File: src/rtl/wc_fifo.sv
module wc_fifo #(
  parameter int DEPTH = 16,
  parameter int HWM   = 8,
  parameter int BURST = 8,
  parameter int TMO_A = 16,
  parameter int TMO_B = 128
) (
  input  logic        clk,
  input  logic        rst_n,
  input  logic        cmd_start,
  input  logic        cmd_flush,
  input  logic [31:0] cmd_addr,
  input  logic        tmo_mode,
  input  logic        wr_en,
  input  logic [1:0]  wr_size,
  input  logic [31:0] wr_data,
  output logic        mem_req,
  output logic [31:0] mem_addr,
  output logic [31:0] mem_data,
  output logic [3:0]  mem_be,
  input  logic        mem_gnt,
  output logic        busy,
  output logic        overflow
);
  localparam int CW   = $clog2(DEPTH + 1);
  localparam int AW   = $clog2(DEPTH);
  localparam int BW   = $clog2(BURST);
  localparam int TMAX = (TMO_A > TMO_B) ? TMO_A : TMO_B;
  localparam int TW   = $clog2(TMAX);

  logic [29:0] e_wa [DEPTH];
  logic [3:0]  e_be [DEPTH];
  logic [31:0] e_d  [DEPTH];
  logic [AW-1:0] wp, rp;
  logic [CW-1:0] count;

  logic [31:0] ptr, nxt_addr;
  logic        nxt_load;
  logic [3:0]  pk_be;
  logic [31:0] pk_d;
  logic        burst_on, tmo_pend, tmr_run;
  logic [BW-1:0] bcnt;
  logic [TW-1:0] tmr;

  logic [3:0] nmask;
  logic [2:0] nbytes;
  always_comb begin
    case (wr_size)
      2'd0:    begin nmask = 4'b0001; nbytes = 3'd1; end
      2'd1:    begin nmask = 4'b0011; nbytes = 3'd2; end
      default: begin nmask = 4'b1111; nbytes = 3'd4; end
    endcase
  end

  wire [1:0]  off   = ptr[1:0];
  wire [7:0]  lmask = {4'b0000, nmask} << off;
  wire [31:0] wd_m  = wr_data & {{8{nmask[3]}}, {8{nmask[2]}}, {8{nmask[1]}}, {8{nmask[0]}}};
  wire [63:0] wdat  = {32'b0, wd_m} << {off, 3'b000};

  logic [31:0] mdat;
  always_comb
    for (int i = 0; i < 4; i++)
      mdat[8*i +: 8] = lmask[i] ? wdat[8*i +: 8] : pk_d[8*i +: 8];
  wire [3:0] mbe = pk_be | lmask[3:0];

  wire full     = (count == CW'(DEPTH));
  wire empty    = (count == '0);
  wire complete = lmask[3];
  wire cmd_ok   = (cmd_start | cmd_flush) & ~busy;
  wire wr_try   = wr_en & ~busy;
  wire wr_acc   = wr_try & ~(complete & full);
  wire ovf_hit  = wr_try & complete & full;
  wire pk_any   = (pk_be != 4'b0000);

  wire [TW-1:0] lim = tmo_mode ? TW'(TMO_B - 1) : TW'(TMO_A - 1);
  wire trip = tmr_run & (tmr == lim);

  wire part_push = (busy | tmo_pend | trip) & ~wr_acc & pk_any & ~full;
  wire push      = (wr_acc & complete) | part_push;
  wire pop       = mem_req & mem_gnt;
  wire trig      = (count >= CW'(HWM)) | trip | busy | tmo_pend;
  wire buf_empty = empty & ~pk_any;

  assign mem_req  = burst_on & ~empty;
  assign mem_addr = {e_wa[rp], 2'b00};
  assign mem_data = e_d[rp];
  assign mem_be   = e_be[rp];

  always_ff @(posedge clk) begin
    if (push) begin
      e_wa[wp] <= ptr[31:2];
      e_be[wp] <= part_push ? pk_be : mbe;
      e_d[wp]  <= part_push ? pk_d : mdat;
    end
  end

  always_ff @(posedge clk) begin
    if (!rst_n) begin
      wp <= '0; rp <= '0; count <= '0;
      ptr <= '0; nxt_addr <= '0; nxt_load <= 1'b0;
      pk_be <= '0; pk_d <= '0;
      busy <= 1'b0; overflow <= 1'b0;
      burst_on <= 1'b0; bcnt <= '0; tmo_pend <= 1'b0;
      tmr_run <= 1'b0; tmr <= '0;
    end else begin
      count <= count + CW'(push) - CW'(pop);
      if (push) wp <= (wp == AW'(DEPTH - 1)) ? '0 : wp + AW'(1);
      if (pop)  rp <= (rp == AW'(DEPTH - 1)) ? '0 : rp + AW'(1);

      if (wr_acc) begin
        ptr <= ptr + {29'b0, nbytes};
        if (complete) begin
          pk_be <= lmask[7:4];
          pk_d  <= wdat[63:32];
        end else begin
          pk_be <= mbe;
          pk_d  <= mdat;
        end
      end else if (part_push) begin
        pk_be <= 4'b0000;
      end

      if (cmd_ok) begin
        busy     <= 1'b1;
        nxt_load <= cmd_start;
        nxt_addr <= cmd_addr;
      end else if (busy && empty && !pk_any && !push) begin
        busy <= 1'b0;
        if (nxt_load) ptr <= nxt_addr;
      end

      if (cmd_ok && cmd_start) overflow <= 1'b0;
      else if (ovf_hit)        overflow <= 1'b1;

      tmo_pend <= (trip | tmo_pend) & ~part_push & pk_any;

      if (!burst_on) begin
        burst_on <= trig;
        bcnt     <= '0;
      end else if (pop) begin
        if (bcnt == BW'(BURST - 1)) burst_on <= 1'b0;
        else                        bcnt <= bcnt + BW'(1);
      end else if (empty && !tmo_pend && !busy) begin
        burst_on <= 1'b0;
      end

      if (wr_acc && (!tmo_mode || buf_empty)) begin
        tmr_run <= 1'b1;
        tmr     <= '0;
      end else if (trip) begin
        tmr_run <= 1'b0;
      end else if (tmr_run) begin
        tmr <= tmr + TW'(1);
      end
    end
  end


  ovf_sticky_chk: assert property (@(posedge clk) disable iff (!rst_n)
    overflow && !(cmd_start && !busy) |=> overflow);

  ovf_set_chk: assert property (@(posedge clk) disable iff (!rst_n)
    wr_en && !busy && full && complete |=> overflow);

  burst_len_chk: assert property (@(posedge clk) disable iff (!rst_n)
    pop && bcnt == BW'(BURST - 1) |=> !mem_req);

  lane_chk: assert property (@(posedge clk) disable iff (!rst_n)
    mem_req |-> mem_be != 4'b0000);

  busy_done_chk: assert property (@(posedge clk) disable iff (!rst_n)
    $fell(busy) |-> empty && !pk_any);

  drop_chk: assert property (@(posedge clk) disable iff (!rst_n)
    busy && !nxt_load |=> $stable(ptr));

  hwm_chk: assert property (@(posedge clk) disable iff (!rst_n)
    count >= CW'(HWM) && !burst_on |=> burst_on);

  always_ff @(posedge clk)
    if (rst_n) level_chk: assert (count <= CW'(DEPTH));
endmodule

File: config.mk
export PLATFORM = sky130hd
export DESIGN_NAME = wc_fifo
export DESIGN_NICKNAME = d
export VERILOG_FILES = /design/src/rtl/wc_fifo.sv
export SDC_FILE = /design/constraint.sdc
export NUM_CORES = 1
export LEC_CHECK = 0
export ABC_CLOCK_PERIOD_IN_PS = 9600
export BUFFER_PORTS_ARGS = -buffer_cell sky130_fd_sc_hd__buf_2
export CORE_MARGIN = 4
export CORE_UTILIZATION = 45
export CTS_CLUSTER_DIAMETER = 100
export DETAILED_ROUTE_END_ITERATION = 12
export PLACE_DENSITY_LB_ADDON = 0.2
export SLEW_MARGIN = 5
export SYNTH_ARGS = -nofsm -noshare
export SYNTH_HDL_FRONTEND = slang
export SYNTH_SLANG_ARGS = --single-unit
File: constraint.sdc
create_clock -name clk -period 9.6 [get_ports clk]
set_input_delay 1.44 -clock clk [delete_from_list [all_inputs] [get_ports clk]]
set_output_delay 1.44 -clock clk [all_outputs]
set_load 0.005 [all_outputs]
# Word level (Yosys, flattened, before mapping)
# Memories as Yosys holds them, arrays and structs flattened. A register that Yosys moved wholly into a read port is not among the register bits.
# Cells that the tools add are included.
# totals
regBits,129
ram_bits,1056
inputBits,73
out_inout_bits,71
word_cells,129
memories,3
# classes
n_addsub,7
order_cmp,1
eq_ne,6
shift,2
n_mux,35
n_bitwise,36
n_reduce_logical,24
# mem_list
name,words,word_bits,read_ports,rd_ports_with_merged_regs,write_ports,line_no,text
e_d,16,32,1,1,1,33,logic [31:0] e_d [DEPTH];
e_wa,16,30,1,1,1,31,logic [29:0] e_wa [DEPTH];
e_be,16,4,1,1,1,32,logic [3:0] e_be [DEPTH];
# ops
cell,count
32-bit two-way mux,6
32-bit by 5-bit << shifter with 64-bit output,1
4-bit two-way mux,12
32-bit by 3-bit adder with 32-bit output,1
32-bit bitwise AND,1
8-bit two-way mux,4
1-bit bitwise AND,16
1-bit two-way mux,10
1-bit inverter,10
"4-bit by 1-bit adder with 4-bit output, second input constant",2
"4-bit == test, second input constant",2
1-bit bitwise OR,8
4-bit case mux with 2 select lines,1
4-bit by 2-bit << shifter with 8-bit output,1
"7-bit by 1-bit adder with 7-bit output, second input constant",1
7-bit == test,1
1-bit logical AND,7
7-bit two-way mux,1
3-bit case mux with 2 select lines,1
2-bit AND reduction,3
2-bit nonzero test,3
5-bit by 1-bit adder with 5-bit output,1
"5-bit == test, second input constant",1
"5-bit by 4-bit greater-or-equal comparator with 1-bit output, second input constant",1
other kinds (11),16

# Depth between registers and ports, before layout
# Gate-level depths: netlist (run 1).
# depth
ltp_word,15
depth_mapped,15

# Worst setup path after synthesis (run 1)
# Ideal clock, no wire load.
# synth_path
kind,input port to flip-flop
startpoint,input tmo_mode
endpoint,"memory e_be[2][0], enable pin"
arrival_time_ps,7067
required_time_ps,9029
setup_slack_ps,1962
cell_stages,6
cell_sequence,or4_4 -> a21oi_4 -> o311ai_2 -> nand2_1 -> nand2_1 -> nor3_1
# synth_between
elab_chain_cells,10
# synth_rtl
item,line_no,text
"start, declared",13,"input logic tmo_mode,"
7-bit two-way mux,75,wire [TW-1:0] lim = tmo_mode ? TW'(TMO_B - 1) : TW'(TMO_A - 1);
7-bit == test,76,wire trip = tmr_run & (tmr == lim);
1-bit bitwise AND,76,
1-bit bitwise OR,78,wire part_push = (busy | tmo_pend | trip) & ~wr_acc & pk_any & ~full;
1-bit bitwise AND (3 in series),78,
1-bit bitwise OR,79,wire push = (wr_acc & complete) | part_push;
1-bit two-way mux,90,if (push) begin
1-bit two-way mux,92,e_be[wp] <= part_push ? pk_be : mbe;
"end, declared",32,
# Every way passes these cells.

==> results of run 1 <==
cell usage in the layout, fill, tap and decap left out, types with 4 or more instances in the layout:
cell type	Yosys	layout
clkbuf_1	81	31
edfxtp_1	1056	1056
clkbuf_8	0	11
bufinv_16	0	9
nand3_1	21	21
or3_1	4	4
nor3_1	22	18
clkbuf_16	0	116
buf_4	2	45
o21ai_0	96	93
mux2i_1	6	6
o221ai_1	7	7
and3_1	13	13
a21oi_1	120	116
a31oi_1	6	6
o21ai_1	6	8
o211ai_1	8	8
nor3_2	0	4
nand2b_1	16	16
nor2b_1	4	4
nor4_1	5	5
buf_2	45	141
clkinv_1	0	20
nand2_1	168	168
a22oi_1	8	8
nand4_1	11	11
dfxtp_1	133	129
dfxtp_4	0	4
xor2_1	12	12
mux2_2	9	9
nor2_1	88	75
inv_1	19	18
and2_1	4	4
nor2_4	0	12
a22o_1	16	16
clkinv_2	0	14
xnor2_1	27	27
ha_1	19	19
mux2_4	8	8
mux4_2	330	330
worst max-delay path, delay by kind of cell, from the launching register on:
family / cells / cell delay (ns)
muxes: 2 / 1.00
buffers and inverters: 2 / 1.13
DFF: 1 / 0.99
cell families (layout without fill, tap and decap cells):
group,count (synthesis),in the layout,synth area share (%)
multiplexers,353,353,16.5
buffers and inverters,157,420,1.43
adder cells (fa/ha/maj),21,21,0.594
AND/OR/NAND/NOR,376,376,3.74
AO/OA/AOI/OAI,284,284,3.50
XOR/XNOR,39,39,0.730
flip-flops,1189,1189,73.5
other,1,3,0.00802
area by class of cell:
type                            instances  area, µm²
Inverter                               19       71.3
Fill cell                            8194      49600
Clock buffer                          158       3170
Sequential cell                      1189      34400
Clock inverter                         54        558
Multi-Input combinational cell       1075      11900
Timing Repair Buffer                  189       1100
Tap cell                             1368       1710
Antenna cell                            1       2.50
worst paths after layout:
check | from | end | slack (ns) | depth (start not counted)
worst min-delay path | nxt_addr[19] | nxt_addr[19] | 0.45 | 2
worst min register to register | nxt_addr[19] | nxt_addr[19] | 0.45 | 2
worst max-delay path | register | mem_data[12] | 4.23 | 4
worst max register to register | busy | e_wa[10][18] | 4.78 | 6
state kept, by name (all words and copies together), names as in the netlist, 5 cells and up, named ones only:
register,flops
tmr,7
e_d,512
pk_d,32
e_be,64
e_wa,480
nxt_addr,32
ptr,32
count,5
layer usage:
layer	vias to the layer above	global-route usage, %	wire (µm)
li1	10188	-	-
met1	12832	31.1	50600
met2	702	32.7	53800
met3	165	3.15	6190
met4	2	5.19	2310
met5	-	0	15
power groups by stage:
stage	Clock [mW]	Sequential [mW]	Combinational, mW
6_report	4.45	6.08	1.65
5_1_grt	4.76	6.10	1.81
4_1_cts	4.54	6.08	1.70
3_5_place_dp	0	6.19	1.69
3_3_place_gp	0	6.18	1.66
2_1_floorplan	0	6.13	1.12
through the flow:
step                worst slack, ns  instances
CTS                            4.07       4052
finish                         4.23       4053
floorplan                      1.96       2421
global route                   4.05       4052
global placement               3.82       3840
detailed placement             3.73       3840
==> summary.txt, run 1 <==
Clock network
  – CTS max path bufs: 3
  – Post-CTS sizing: 0
  – Num CTS Buffers: 115
  – Clock Sinks: 1189
  – Clock root buffer: clkbuf_16
  – H-tree levels: 3
  – Clk Latency, worst-skew pair: 0.70 ns
  – Post-CTS setup buffers: 0
  – CTS tree: done
  – Worst-path clk slew: 0.06 ns
  – Post-CTS Hold Fix Bufs: 0

Logic synthesis
  – Sequential cell area fraction in the yosys report: 73.5%
  – Yosys reg bits: 1189
  – Synthesis warning total: 0
  – Mapped cell area: 0.0468 mm²
  – Synth async-reset ratio: 0%
  – Yosys cell types: 64
  – Synth top area share: 67.8%
  – Cell taking the most area after synthesis: edfxtp_1
  – Gate Count Post-Synth: 2420
  – EDFF count, synth: 1056
  – Commonest cells post-synth: edfxtp_1, mux4_2, nand2_1
  – Most common cell in the synthesized netlist: edfxtp_1
  – Main synth FF type: edfxtp_1
  – Synth area leaders: edfxtp_1, mux4_2, dfxtp_1
  – Average size of a mapped cell: 19.3 µm²

Run status
  – Outcome: finished, final reports clean

Global route
  – GRT Overall Usage: 20.9%
  – Largest net degree at the start of global routing: 132
  – First-pass GRT wire length: 167000 µm
  – Number of global-route vias before repair: 24560
  – Antenna violations before repair: 6
  – GRT overflow: 0

Timing
  – Final hold vios: 0
  – Max_slew headroom: 11.7%
  – Tmin final: 5.37 ns
  – Setup TNS Final: 0 ns
  – Max-slew violations: 0
  – Clk_skew: 0.0196 ns
  – Unrepaired setup endpoints after global routing: no
  – Final Setup Violations: 0
  – Max Clock Freq: 186 MHz
  – Least-Margin Pin Slew: 1.32 ns
  – WHS: 0.451 ns
  – Final Cycle Share: 55.9%

Routing
  – Drt initial violations: 2302
  – ANT nets after route: 0
  – TritonRoute pass-1 iters: 5
  – Vias: 23889
  – Via density: 5.89
  – Final WL: 113000 µm
  – DRC: 0
  – Routed len/inst: 27.9 µm

Floorplanning
  – Die width: 330 µm
  – Placement Rows: 117
  – Die Height: 330 µm
  – IO Pins: 144
  – Area of the die: 0.109 mm²
  – Starting Density: 45.6%
  – Core area: 0.102 mm²

Layout
  – Net count, final: 2683
  – Final Cell Area: 0.0529 mm²
  – Layout cells sized above 1: 27.6%
  – P&R area growth vs syn: 13.1%
  – Core Util, Final: 51.6%

Power and ir drop
  – Sequential power share: 49.9%
  – VDD IR max: 0.154 mV
  – Clock share of power: 36.5%
  – Switching share of total power: 24.5%
  – PwrDens: 230 mW/mm²
  – Comb pwr share: 13.6%
  – Power Total: 12.2 mW
  – Switching power: 2.99 mW
  – P_int: 9.20 mW
  – Lkg Pwr: 16.6 nW

Placement
  – GP Congestion: 0.845
  – Final HPWL DP: 65600 µm
  – I/O Buffers: 141
  – Placed Instance Area: 0.0491 mm²

Setup path
  – Cell Chain, Critical Path: buf_4 > mux4_2 > mux4_2 > buf_2
  – WS Path Type: reg -> out
  – Crit path largest cell delay: 0.99 ns
  – Crit path max-delay cell type: dfxtp_4
  – Crit-path most repeated cell: mux4_2
  – Data required time of the worst path: 8.16 ns
  – Crit path max fanout: 73
  – CP Capture Type: primary output
  – CP Launch Type: register
  – WP data arrival: 3.93 ns

Worst hold path
  – Min-delay worst type: reg -> reg

Flow run
  – Max-Cap Viols: 0
(Power assumes the default switching activity.)
==> run 2: changes to the inputs <==
--- a/config.mk
+++ b/config.mk
@@ -5,7 +5,7 @@
 export SDC_FILE = /design/constraint.sdc
 export NUM_CORES = 1
 export LEC_CHECK = 0
-export ABC_CLOCK_PERIOD_IN_PS = 9600
+export ABC_CLOCK_PERIOD_IN_PS = 4300
 export BUFFER_PORTS_ARGS = -buffer_cell sky130_fd_sc_hd__buf_2
 export CORE_MARGIN = 4
 export CORE_UTILIZATION = 45
==> constraint.sdc (replaced) <==
create_clock -name clk -period 4.3 [get_ports clk]
set_input_delay 0.645 -clock clk [delete_from_list [all_inputs] [get_ports clk]]
set_output_delay 0.645 -clock clk [all_outputs]
set_load 0.005 [all_outputs]
==> summary.txt, run 2 (synthesized netlist as in run 1, its figures left out) <==
Run status
  – Outcome: finished, final reports clean

Setup path
  – CP Capture Type: primary output
  – WP data arrival: 3.13 ns (-0.80 ns)
  – Worst r2r path cells: 12 (+6)
  – R2r setup slk: 0.97 ns (-3.81 ns)
  – Data required time of the worst path: 3.65 ns (-4.51 ns)
  – WS Path Type: reg -> out
  – CP Launch Type: register
  – Worst reg2reg path endpoint: count[4]
  – RR Startpoint: count[2]
  – Crit path max fanout: 66 (-9.6%)

Clock network
  – Post-CTS setup buffers: 0 (unchanged)
  – Clock Sinks: 1189 (unchanged)
  – Worst-path clk slew: 0.06 ns (about the same)
  – CTS max path bufs: 3 (unchanged)
  – Clk Latency, worst-skew pair: 0.71 ns (about the same)
  – Post-CTS sizing: 0 (unchanged)
  – Post-CTS Hold Fix Bufs: 0 (unchanged)
  – CTS tree: done
  – Num CTS Buffers: 119 (+3.5%)
  – Clock root buffer: clkbuf_16
  – H-tree levels: 3 (unchanged)

Timing
  – Max_slew headroom: 37.3% (+26 points)
  – Final hold vios: 0 (unchanged)
  – Clk_skew: 0.0233 ns (+0.00370 ns)
  – Max Clock Freq: 265 MHz
  – Least-Margin Pin Slew: 0.941 ns (-0.383 ns)
  – Final Setup Violations: 0 (unchanged)
  – Max-slew violations: 0 (unchanged)
  – Final Cycle Share: 87.8%
  – Tmin final: 3.77 ns
  – Unrepaired setup endpoints after global routing: no

Global route
  – Largest net degree at the start of global routing: 73 (-45%)
  – Number of global-route vias before repair: 24962 (+1.6%)
  – Antenna violations before repair: 4 (-2)
  – GRT overflow: 0 (unchanged)
  – GRT Overall Usage: 21.1% (+0.27 points)
  – First-pass GRT wire length: 169000 µm (+1.0%)

Floorplanning
  – Starting Density: 45.6% (unchanged)
  – Placement Rows: 117 (unchanged)
  – Die width: 330 µm (unchanged)
  – Area of the die: 0.109 mm² (unchanged)
  – IO Pins: 144 (unchanged)
  – Die Height: 330 µm (unchanged)
  – Core area: 0.102 mm² (unchanged)

Routing
  – TritonRoute pass-1 iters: 9 (+4)
  – Vias: 24296 (+1.7%)
  – Final WL: 114000 µm (+0.96%)
  – DRC: 0 (unchanged)
  – ANT nets after route: 0 (unchanged)
  – Drt initial violations: 2723 (+18%)
  – Via density: 5.93 (+0.54%)
  – Routed len/inst: 27.8 µm (-0.19%)

Layout
  – Layout cells sized above 1: 28.4% (+0.77 points)
  – Most flops, register: e_d
  – Largest registers: e_d: 512 flops, e_wa: 480 flops, e_be: 64 flops
  – Most common cell after layout, fill and taps aside: edfxtp_1
  – Net count, final: 2723 (+1.5%)
  – P&R area growth vs syn: 14.5%
  – Post-route non-filler standard cell count: 4100 (+1.2%)
  – Max reg flops: 512 (unchanged)
  – Final Cell Area: 0.0535 mm² (+1.2%)
  – Most frequent cells in the layout: edfxtp_1, mux4_2, nand2_1, buf_2, dfxtp_1

Worst hold path
  – Hold endpoint: nxt_addr[25]
  – Hold path startpoint: cmd_addr[25]
  – Hold-critical path depth: 3 (+1)
  – Min-delay worst type: in -> reg

Power and ir drop
  – P_int: 20.6 mW (+120%)
  – Comb pwr share: 13.9% (+0.3 points)
  – Power Total: 27.3 mW (+120%)
  – VDD IR max: 0.378 mV (+150%)
  – Sequential power share: 49.5% (-0.4 points)
  – PwrDens: 510 mW/mm² (+120%)
  – Lkg Pwr: 17.1 nW (+3.0%)
  – Clock share of power: 36.7% (+0.2 points)
  – Switching share of total power: 24.5% (about the same)
  – Switching power: 6.70 mW (+120%)

Flow run
  – Max-Cap Viols: 0 (unchanged)

Placement
  – I/O Buffers: 141 (unchanged)
  – Placed cell count: 3876 (+0.94%)
  – Final HPWL DP: 65300 µm (-0.49%)
  – Placed Instance Area: 0.0497 mm² (+1.2%)
  – GP Congestion: 0.853 (+0.91%)
-- run 2: cell types whose count changed in the layout (fill, tap and decap cells not counted), moves of 3 or more --
cell	before	now
buf_12	3	29
clkinv_1	20	31
buf_4	45	55
clkbuf_8	11	4
clkbuf_16	116	120
clkinvlp_4	1	5
nor3_2	4	0
nor3_4	0	4
a21oi_1	116	119
a21oi_2	3	0
-- run 2: how the worst max path moves through the flow --
stage,endpoint,cells after the start
6_report,mem_addr[9],4
5_1_grt,mem_addr[4],4
4_1_cts,mem_addr[12],4
3_5_place_dp,count[4],14
3_3_place_gp,count[4],14
2_1_floorplan,e_be[14][0],6
-- run 2: final cells by class --
class | instances | area [µm²]
sequential | 1189 | 34400
tap | 1368 | 1710
clock buffer | 153 | 3170
antenna | 1 | 2.50
fill | 8170 | 48900
multi-input combinational | 1075 | 11900
clock inverter | 70 | 616
inverter | 19 | 71.3
timing repair buffer | 225 | 1700
-- run 2: metal layers --
| metal | wire length [µm] | track usage (%) | share of wire, % | vias up |
|---|---|---|---|---|
| met1 | 49600 | 31.2 | 44 | 12988 |
| li1 | - | - | - | 10252 |
| met4 | 1770 | 4.44 | 1.6 | 2 |
| met3 | 7370 | 3.19 | 6.5 | 152 |
| met5 | 13 | 0 | 0.011 | - |
| met2 | 55200 | 34.0 | 48 | 902 |
-- run 2: critical path, cell delays in order, from the launching register on --
cell     delay, ns
dfxtp_4       0.56
buf_12        0.46
mux4_2        0.59
mux4_2        0.53
buf_2         0.16
-- run 2: power by group through the flow --
stage | combinational (mW) | clock (mW) | sequential [mW]
2_1_floorplan | 2.51 | 0 | 13.7
3_3_place_gp | 3.78 | 0 | 13.7
3_5_place_dp | 3.84 | 0 | 13.8
4_1_cts | 3.86 | 10.2 | 13.5
5_1_grt | 4.11 | 10.7 | 13.5
6_report | 3.79 | 10.0 | 13.5
-- run 2: stage by stage --
step / TNS (ns) / hold slack (ns) / utilization, % / setup slack [ns]
after floorplan: -620.04 / 0.425 / - / -0.773
after global placement: 0 / 0.447 / 48.5 / 0.730
after detailed placement: 0 / 0.453 / 48.5 / 0.801
after CTS: 0 / 0.126 / 52.2 / 0.383
after global routing: 0 / 0.144 / 52.2 / 0.316
final: 0 / 0.176 / 52.2 / 0.526
==> run 3: changes to the inputs <==
--- a/config.mk
+++ b/config.mk
@@ -11,7 +11,6 @@
 export CORE_UTILIZATION = 45
 export CTS_CLUSTER_DIAMETER = 100
 export DETAILED_ROUTE_END_ITERATION = 12
-export PLACE_DENSITY_LB_ADDON = 0.2
 export SLEW_MARGIN = 5
 export SYNTH_ARGS = -nofsm -noshare
 export SYNTH_HDL_FRONTEND = slang
==> summary.txt, run 3 (synthesized netlist as in run 1, its figures left out) <==
Run status
  – Outcome: finished, final reports clean

Clock network
  – Num CTS Buffers: 119 (unchanged)
  – Clock Sinks: 1189 (unchanged)
  – Post-CTS Hold Fix Bufs: 0 (unchanged)
  – Clock root buffer: clkbuf_16
  – Worst-path clk slew: 0.06 ns (about the same)
  – H-tree levels: 3 (unchanged)
  – Post-CTS setup buffers: 0 (unchanged)
  – Clk Latency, worst-skew pair: 0.71 ns (about the same)
  – CTS tree: done
  – CTS max path bufs: 3 (unchanged)
  – Post-CTS sizing: 0 (unchanged)

Setup path
  – Worst path top cell family by delay: multiplexers
  – CP Launch Type: register
  – Crit path max-delay cell type: dfxtp_4
  – CP Capture Type: primary output
  – Crit path largest cell delay: 0.67 ns (+0.08 ns)
  – WS Path Type: reg -> out
  – Data required time of the worst path: 3.65 ns (about the same)
  – Crit-path most repeated cell: mux4_2
  – WP data arrival: 3.25 ns (+0.12 ns)
  – Crit path max fanout: 51 (-23%)
  – RR Startpoint: count[2]
  – Crit path buffers/inverters: 2 (unchanged)
  – Cell Chain, Critical Path: buf_12 > mux4_2 > mux4_2 > buf_2

Timing
  – Clk_skew: 0.0405 ns (+0.0171 ns)
  – Final Cycle Share: 90.5% (+2.7 points)
  – Unrepaired setup endpoints after global routing: no
  – Max Clock Freq: 257 MHz (-3.0%)
  – WHS: 0.181 ns (+0.00463 ns)
  – Least-Margin Pin Slew: 1.05 ns (+0.110 ns)
  – Final hold vios: 0 (unchanged)
  – Final WS setup: 0.408 ns (-0.118 ns)
  – Max-slew violations: 0 (unchanged)
  – Max_slew headroom: 29.8% (-7.5 points)
  – Tmin final: 3.89 ns (+0.118 ns)
  – Final Setup Violations: 0 (unchanged)
  – Setup TNS Final: 0 ns (unchanged)

Power and ir drop
  – Lkg Pwr: 16.9 nW (-1.1%)
  – PwrDens: 515 mW/mm² (+0.95%)
  – VDD IR max: 0.339 mV (-10%)

Routing
  – ANT nets after route: 0 (unchanged)
  – Final WL: 116000 µm (+1.8%)
  – Vias: 24346 (+0.21%)
  – Via density: 5.94 (+0.21%)
  – DRC: 0 (unchanged)
  – Routed len/inst: 28.3 µm (+1.8%)
  – TritonRoute pass-1 iters: 6 (-3)
  – Drt initial violations: 2833 (+4.0%)

Worst hold path
  – Min-delay worst type: in -> reg
  – Hold path startpoint: cmd_addr[28]

Floorplanning
  – Placement Rows: 117 (unchanged)
  – Core area: 0.102 mm² (unchanged)
  – IO Pins: 144 (unchanged)
  – Starting Density: 45.6% (unchanged)
  – Die Height: 330 µm (unchanged)
  – Area of the die: 0.109 mm² (unchanged)
  – Die width: 330 µm (unchanged)

Global route
  – GRT overflow: 0 (unchanged)
  – GRT Overall Usage: 21.4% (+0.32 points)
  – Antenna violations before repair: 6 (+2)
  – Number of global-route vias before repair: 24638 (-1.3%)
  – First-pass GRT wire length: 170000 µm (+0.77%)
  – Largest net degree at the start of global routing: 66 (-9.6%)

Layout
  – Net count, final: 2718 (-0.18%)
  – Most frequent cells in the layout: edfxtp_1, mux4_2, nand2_1, buf_2, dfxtp_1
  – Most common cell after layout, fill and taps aside: edfxtp_1
  – Largest registers: e_d: 512 flops, e_wa: 480 flops, e_be: 64 flops
  – Core Util, Final: 52.3% (+0.072 points)
  – Max reg flops: 512 (unchanged)
  – Final Cell Area: 0.0536 mm² (+0.14%)
  – P&R area growth vs syn: 14.6%
  – Most flops, register: e_d
  – Layout cells sized above 1: 28.7% (+0.28 points)

Placement
  – Placed Instance Area: 0.0497 mm² (-0.18%)
  – Final HPWL DP: 66100 µm (+1.2%)
  – GP Congestion: 0.872 (+2.2%)
  – I/O Buffers: 141 (unchanged)
  – DP Worst Slack: 0.581 ns (-0.221 ns)

Flow run
  – Max-Cap Viols: 0 (unchanged)
## run 3: through the flow
| step | power [mW] | std cells |
|---|---|---|
| after floorplan | 16.2 | 2421 |
| after global placement | 17.5 | 3871 |
| after detailed placement | 17.6 | 3871 |
| after CTS | 27.9 | 4097 |
| after global routing | 28.7 | 4097 |
| final | 27.6 | 4100 |
## run 3: power by group
group	internal (mW)	leakage, nW	switching, mW
Combinational	1.62	4.17	2.14
Clock	5.93	1.92	4.38
Sequential	13.3	10.8	0.269
## run 3: path summary, 6_finish.rpt
kind                                      to  slack (ns)  depth (start not counted)
worst max-delay path             mem_data[8]        0.41                          4
worst min-delay path            nxt_addr[28]        0.18                          3
worst max register to register      count[4]        0.85                         15
worst min register to register  nxt_addr[24]        0.45                          2
## run 3: layout make-up
class | count | area (µm²)
Antenna cell | 3 | 7.51
Sequential cell | 1189 | 34400
Clock buffer | 141 | 3090
Inverter | 19 | 71.3
Timing Repair Buffer | 220 | 1610
Clock inverter | 85 | 845
Fill cell | 8123 | 48900
Multi-Input combinational cell | 1075 | 11900
Tap cell | 1368 | 1710
## run 3: tightest hold or removal path, delay by kind of cell
kind	cells	cell delay (ns)
AOI/OAI and AO/OA	1	0.05
buffers and inverters	1	0.10
and+or+nand+nor	1	0.04
## run 3: layer usage
layer	vias up	track usage (%)	share of wire (%)
li1	10266	-	-
met1	12957	31.0	42
met2	952	34.4	48
met3	165	4.12	7.5
met4	6	4.69	1.9
met5	-	0	0.024
